### config.mk
export PLATFORM = sky130hd
export DESIGN_NAME = wdt_two_stage
export DESIGN_NICKNAME = d
export VERILOG_FILES = /design/src/rtl/wdt_pkg.sv /design/src/rtl/wdt_regs.sv /design/src/rtl/wdt_counter.sv /design/src/rtl/wdt_events.sv /design/src/rtl/wdt_two_stage.sv
export SDC_FILE = /design/constraint.sdc
export NUM_CORES = 1
export LEC_CHECK = 0
export ABC_AREA = 1
export BUFFER_PORTS_ARGS = -buffer_cell sky130_fd_sc_hd__buf_2
export CAP_MARGIN = 20
export CORE_UTILIZATION = 29
export DETAILED_ROUTE_END_ITERATION = 6
export PLACE_DENSITY_LB_ADDON = 0.15
export SLEW_MARGIN = 20
export SYNTH_ARGS = -nofsm -noshare
export SYNTH_HDL_FRONTEND = slang
export SYNTH_SLANG_ARGS = --single-unit
### constraint.sdc
create_clock -name clk -period 1.7 [get_ports clk]
set_input_delay 0.085 -clock clk [delete_from_list [all_inputs] [get_ports clk]]
set_output_delay 0.085 -clock clk [all_outputs]
set_load 0.005 [all_outputs]
### src/rtl/wdt_pkg.sv
package wdt_pkg;

    localparam int CTRL_W     = 6;
    localparam int BIT_RESTART = 0;
    localparam int BIT_FLAG    = 1;
    localparam int BIT_IRQ_EN  = 2;
    localparam int BIT_RST_EN  = 3;
    localparam int BIT_SEL_LO  = 4;
    localparam int BIT_SEL_HI  = 5;
    localparam int NUM_ITV     = 4;

    typedef enum logic [1:0] {
        ITV_0 = 2'd0,
        ITV_1 = 2'd1,
        ITV_2 = 2'd2,
        ITV_3 = 2'd3
    } wdt_sel_e;

    typedef struct packed {
        wdt_sel_e sel;
        logic     rst_en;
        logic     irq_en;
    } wdt_cfg_t;

    typedef struct packed {
        logic restart;
        logic flag_clr;
    } wdt_cmd_t;

    typedef struct packed {
        logic irq_hit;
        logic rst_hit;
    } wdt_hit_t;

    function automatic wdt_cfg_t decode_cfg(input logic [CTRL_W-1:0] d);
        wdt_cfg_t c;
        c.sel    = wdt_sel_e'(d[BIT_SEL_HI:BIT_SEL_LO]);
        c.rst_en = d[BIT_RST_EN];
        c.irq_en = d[BIT_IRQ_EN];
        return c;
    endfunction

    function automatic wdt_cmd_t decode_cmd(input logic wr, input logic [CTRL_W-1:0] d);
        wdt_cmd_t k;
        k.restart  = wr & d[BIT_RESTART];
        k.flag_clr = wr & ~d[BIT_FLAG];
        return k;
    endfunction

    function automatic logic [CTRL_W-1:0] encode_view(input wdt_cfg_t c, input logic flag);
        logic [CTRL_W-1:0] v;
        v                         = '0;
        v[BIT_SEL_HI:BIT_SEL_LO]  = c.sel;
        v[BIT_RST_EN]             = c.rst_en;
        v[BIT_IRQ_EN]             = c.irq_en;
        v[BIT_FLAG]               = flag;
        v[BIT_RESTART]            = 1'b0;
        return v;
    endfunction

endpackage

### src/rtl/wdt_regs.sv
module wdt_regs
    import wdt_pkg::*;
(
    input  logic              clk,
    input  logic              rst,
    input  logic              reg_wr,
    input  logic [CTRL_W-1:0] reg_wdata,
    input  logic              flag_i,
    output wdt_cfg_t          cfg_o,
    output wdt_sel_e          sel_next_o,
    output wdt_cmd_t          cmd_o,
    output logic [CTRL_W-1:0] reg_rdata
);

    wdt_cfg_t cfg_q;
    wdt_cfg_t cfg_d;

    always_comb begin
        cfg_d = cfg_q;
        if (reg_wr) begin
            cfg_d = decode_cfg(reg_wdata);
        end
    end

    always_ff @(posedge clk) begin
        if (rst) begin
            cfg_q <= '{sel: ITV_0, rst_en: 1'b0, irq_en: 1'b0};
        end else begin
            cfg_q <= cfg_d;
        end
    end

    assign cfg_o      = cfg_q;
    assign sel_next_o = cfg_d.sel;
    assign cmd_o      = decode_cmd(reg_wr, reg_wdata);
    assign reg_rdata  = encode_view(cfg_q, flag_i);


    restart_reads_zero_chk: assert property (@(posedge clk) disable iff (rst)
        cmd_o.restart |=> (reg_rdata[BIT_RESTART] == 1'b0));

endmodule

### src/rtl/wdt_counter.sv
module wdt_counter
    import wdt_pkg::*;
#(
    parameter int BASE_LOG2 = 12,
    parameter int STEP_LOG2 = 3,
    parameter int GRACE     = 512
) (
    input  logic     clk,
    input  logic     rst,
    input  logic     restart_i,
    input  wdt_sel_e sel_next_i,
    output wdt_hit_t hit_o
);

    localparam int MAX_LOG2 = BASE_LOG2 + STEP_LOG2 * (NUM_ITV - 1);
    localparam int CNT_W    = MAX_LOG2 + 1;

    logic [CNT_W-1:0] itv_tab [NUM_ITV];
    logic [CNT_W-1:0] cnt_q;
    logic [CNT_W-1:0] cur_itv;
    logic [CNT_W-1:0] rst_lim;
    wdt_sel_e         act_sel_q;

    for (genvar i = 0; i < NUM_ITV; i++) begin : g_itv
        localparam int SH = BASE_LOG2 + STEP_LOG2 * i;
        assign itv_tab[i] = {{(CNT_W-1){1'b0}}, 1'b1} << SH;
    end

    assign cur_itv       = itv_tab[act_sel_q];
    assign rst_lim       = cur_itv + CNT_W'(GRACE);
    assign hit_o.irq_hit = (cnt_q == cur_itv);
    assign hit_o.rst_hit = (cnt_q == rst_lim);

    always_ff @(posedge clk) begin
        if (rst) begin
            cnt_q     <= '0;
            act_sel_q <= ITV_0;
        end else if (restart_i || hit_o.rst_hit) begin
            cnt_q     <= '0;
            act_sel_q <= sel_next_i;
        end else begin
            cnt_q     <= cnt_q + 1'b1;
        end
    end


    count_bound_chk: assert property (@(posedge clk) disable iff (rst)
        cnt_q <= rst_lim);


    sel_hold_chk: assert property (@(posedge clk) disable iff (rst)
        (cnt_q != '0) |-> $stable(act_sel_q));

endmodule

### src/rtl/wdt_events.sv
module wdt_events
    import wdt_pkg::*;
(
    input  logic     clk,
    input  logic     rst,
    input  wdt_hit_t hit_i,
    input  wdt_cmd_t cmd_i,
    input  logic     irq_en_i,
    input  logic     rst_en_i,
    output logic     flag_o,
    output logic     irq_o,
    output logic     rst_pulse_o
);

    logic flag_q;
    logic pulse_q;

    always_ff @(posedge clk) begin
        if (rst) begin
            flag_q  <= 1'b0;
            pulse_q <= 1'b0;
        end else begin
            if (hit_i.irq_hit && irq_en_i && !cmd_i.restart) begin
                flag_q <= 1'b1;
            end else if (cmd_i.flag_clr) begin
                flag_q <= 1'b0;
            end
            pulse_q <= hit_i.rst_hit && rst_en_i && !cmd_i.restart;
        end
    end

    assign flag_o      = flag_q;
    assign irq_o       = flag_q & irq_en_i;
    assign rst_pulse_o = pulse_q;


    pulse_single_chk: assert property (@(posedge clk) disable iff (rst)
        pulse_q |=> !pulse_q);


    flag_sticky_chk: assert property (@(posedge clk) disable iff (rst)
        (flag_q && !cmd_i.flag_clr) |=> flag_q);

endmodule

### src/rtl/wdt_two_stage.sv
module wdt_two_stage
    import wdt_pkg::*;
#(
    parameter int BASE_LOG2 = 12,
    parameter int STEP_LOG2 = 3,
    parameter int GRACE     = 512
) (
    input  logic              clk,
    input  logic              rst,
    input  logic              reg_wr,
    input  logic [CTRL_W-1:0] reg_wdata,
    output logic [CTRL_W-1:0] reg_rdata,
    output logic              irq_o,
    output logic              wdt_rst_o
);

    wdt_cfg_t cfg;
    wdt_sel_e sel_next;
    wdt_cmd_t cmd;
    wdt_hit_t hit;
    logic     flag;

    wdt_regs u_regs (
        .clk        (clk),
        .rst        (rst),
        .reg_wr     (reg_wr),
        .reg_wdata  (reg_wdata),
        .flag_i     (flag),
        .cfg_o      (cfg),
        .sel_next_o (sel_next),
        .cmd_o      (cmd),
        .reg_rdata  (reg_rdata)
    );

    wdt_counter #(
        .BASE_LOG2 (BASE_LOG2),
        .STEP_LOG2 (STEP_LOG2),
        .GRACE     (GRACE)
    ) u_counter (
        .clk        (clk),
        .rst        (rst),
        .restart_i  (cmd.restart),
        .sel_next_i (sel_next),
        .hit_o      (hit)
    );

    wdt_events u_events (
        .clk         (clk),
        .rst         (rst),
        .hit_i       (hit),
        .cmd_i       (cmd),
        .irq_en_i    (cfg.irq_en),
        .rst_en_i    (cfg.rst_en),
        .flag_o      (flag),
        .irq_o       (irq_o),
        .rst_pulse_o (wdt_rst_o)
    );


    restart_wins_chk: assert property (@(posedge clk) disable iff (rst)
        cmd.restart |=> !wdt_rst_o);


    reset_needs_enable_chk: assert property (@(posedge clk) disable iff (rst)
        wdt_rst_o |-> $past(cfg.rst_en));


    flag_needs_enable_chk: assert property (@(posedge clk) disable iff (rst)
        $rose(flag) |-> $past(cfg.irq_en));

endmodule

==> impl_metrics.json <==
{
  "place.gp.congestion": 0.7902,
  "synth_nets": 269,
  "p_sw_w": 0.0003580,
  "synth_edf_count": 0,
  "clk_pin_slew_ns": 0.06,
  "grt_max_degree": 25,
  "cts_max_level": 2,
  "num-fill-cells": 642,
  "swShare_pct": 23.38,
  "ant_nets": 0,
  "syn_avg_cell_area_sq_um": 6.639,
  "layout_min_cycle_time_ns": 1.544,
  "synth_top_area_cell": "dfxtp_1",
  "crit_fanout": 6,
  "finalSetupViolations": 0,
  "yosys_warnings": 0,
  "end_kind": "register",
  "p_leak_nw": 0.8584,
  "cp-start-kind": "register",
  "cts_buffers": 5,
  "dieHeight_microns": 78.86,
  "max_freq_mhz": 647.8,
  "rsz0062_at_grt": "no",
  "hold_path.class": "in -> reg",
  "wire_per_inst_microns": 12.17,
  "place_ws_ns": 0.05337,
  "grt_pass1_wl_microns": 6713,
  "ioPinCount": 17,
  "place.port_buffers": 15,
  "tightest_slew_ns": 0.5063,
  "synthDistinctLibCells": 28,
  "start_util_pct": 30.54,
  "power_w": 0.001531,
  "cts.root.buffer_cell": "clkbuf_8",
  "use_met1_pct": 18.67,
  "diodes": 0,
  "drive_above_1_share_pct": 14.80,
  "final-max-slew-violation-count": 0,
  "dieArea_sq_um": 6218,
  "fin_skew_ns": 0.008386,
  "maxSlewHeadroom_pct": 66.16,
  "wirelength_microns": 4247,
  "ys_seq_elements": 30,
  "intPower_w": 0.001173,
  "dp_hpwl_microns": 2962,
  "vdd_drop_max_mv": 0.3986,
  "syn_area_sq_um": 1713,
  "cp-startpoint": "u_counter.cnt_q[0]",
  "seq_area_frac_synth_pct": 35.06,
  "async_flop_share_pct": 0,
  "grt_usage_pct": 14.15,
  "use_met2_pct": 21.13,
  "p_seq_share_pct": 48.2,
  "max_cap_violations": 0,
  "placementRows": 27,
  "p_per_area_nw_per_um2": 765.4,
  "crit_type": "reg -> reg",
  "drt_iter0_markers": 134,
  "antenna_found_initial": 0,
  "arrival_ns": 1.72,
  "synth.most_common_cell": "nand2_1",
  "syn2layout_area_growth_pct": 16.80,
  "synthCells": 258,
  "ys.flop_type": "dfxtp_1",
  "use_met3_pct": 3.678,
  "core_sq_um": 5608,
  "synth_area_leaders": "dfxtp_1 (35%), nand2_1 (12%), nor2_1 (11%)",
  "hold_start": "reg_wdata[3]",
  "grt_overflow_total": 0,
  "hold_viol": 0,
  "worst_slack_ns": 0.1562,
  "via_per_inst": 4.630,
  "finalSetupTns_ns": 0,
  "reg2reg_from": "u_counter.cnt_q[0]",
  "power_frac_clock_pct": 44.1,
  "clock_latency_ns": 0.29,
  "synth_top_area_share_pct": 35.06,
  "die_w_microns": 78.86,
  "required_ns": 1.87,
  "p_comb_share_pct": 7.7,
  "route.detailed.drc": 0,
  "clock_path_buffers": 2,
  "route.vias.total": 1616,
  "cts_tree": "yes",
  "status": "finished clean",
  "nNetsFinal": 287,
  "post-route-period-util_pct": 90.81,
  "grt_busiest_layer": "met2",
  "grt_pass1_vias": 1440,
  "ys_top_cells_by_count": "nand2_1 (53), nor2_1 (49), inv_1 (32)",
  "drt-pass1-iter-count": 5,
  "cts_sinks": 30
}
## metrics by stage
step	cell area, sq um	instances	util (%)	hold WS (ns)
after floorplan	1713	258	-	0.1541
after global placement	1819	337	32.44	0.2962
after detailed placement	1819	337	32.44	0.2964
after CTS	1939	346	34.58	0.02618
after global routing	2001	349	35.68	0.02778
final	2001	349	35.68	0.03313
## sequential cells by signal, summed over array words and instances (netlist names)
register,flops
u_events.rst_pulse_o,1
u_events.flag_o,1
u_regs.cfg_o,4
u_counter.act_sel_q,2
u_counter.cnt_q,22
## worst max-delay path, cell delays in order, from the launching register on
cell and delay (ns):
dfxtp_2 0.37, ha_1 0.26, nand2_2 0.10, nor2_4 0.12
inv_2 0.07, nor2_8 0.13, nand2_4 0.06, nor2_1 0.11
xor2_1 0.16, nor2_1 0.05
## cell families after synthesis
kind of cell             after synthesis  synth area share [%]
other                                  1                0.2189
AND/OR/NAND/NOR                      151                 40.69
XOR/XNOR                               8                 4.091
flip-flops                            30                 35.06
AO/OA/AOI/OAI                         22                 6.939
adder cells (fa/ha/maj)                2                 1.461
buffers and inverters                 44                 11.54
## power groups by stage
stage | clock [W] | combinational (W) | sequential, W
3_5_place_dp | 0 | 0.000100 | 0.000753
5_1_grt | 0.000737 | 0.000136 | 0.000741
3_3_place_gp | 0 | 0.000101 | 0.000753
6_report | 0.000676 | 0.000118 | 0.000738
2_1_floorplan | 0 | 0.0000854 | 0.000745
4_1_cts | 0.000702 | 0.000103 | 0.000737
## layer usage
metal,routed length (microns),vias up
met5,0,-
met4,93,0
met3,158,8
met2,1940,34
met1,2054,726
li1,-,848
## worst paths after layout
check             cells past startpoint  slack (ns)             endpoint
hold / removal                        3        0.03      u_regs.cfg_o[1]
setup reg to reg                      9        0.16  u_counter.cnt_q[12]
setup / recovery                      9        0.16  u_counter.cnt_q[12]
hold reg to reg                       1        0.47   u_counter.cnt_q[0]
## what timing repair did
item                                    in CTS  in global routing
hold buffers                                 1                  0
hold endpoints to repair                     1                  0
setup buffers                                0                  0
endpoints found under the setup margin       0                 24
gates resized for setup                      0                  6
## cell type report
| class | instances | area (sq um) | share of cell area [%] |
|---|---|---|---|
| clock buffers | 8 | 110.1 | 5.503 |
| repair buffers | 17 | 92.59 | 4.628 |
| inverters | 35 | 131.4 | 6.567 |
| multi-input cells | 187 | 974.7 | 48.72 |
| flip-flops and latches | 30 | 601.8 | 30.08 |
| well taps | 72 | 90.09 | 4.503 |
## layout by cell type (no fill, tap or decap)
cell type       n
dlygate4sd3_1   1
inv_2           3
o21ai_0         5
nor3_1          9
nand3_1        18
buf_4           1
dfxtp_2         1
ha_1            2
clkbuf_8        8
o21bai_1        2
nor2_8          1
nor2_1         48
nand2_2         1
nand3b_1        1
nor2_4          1
a21oi_1        14
nand2_4         3
nand2_1        53
conb_1          1
xor2_1          5
inv_1          32
or2_1           2
xnor2_1         3
buf_2          15
dfxtp_1        29
a21oi_2         1
nor2_2          2
or2_0           1
nand4_1        10
nand3_4         4
(Power assumes the default switching activity.)
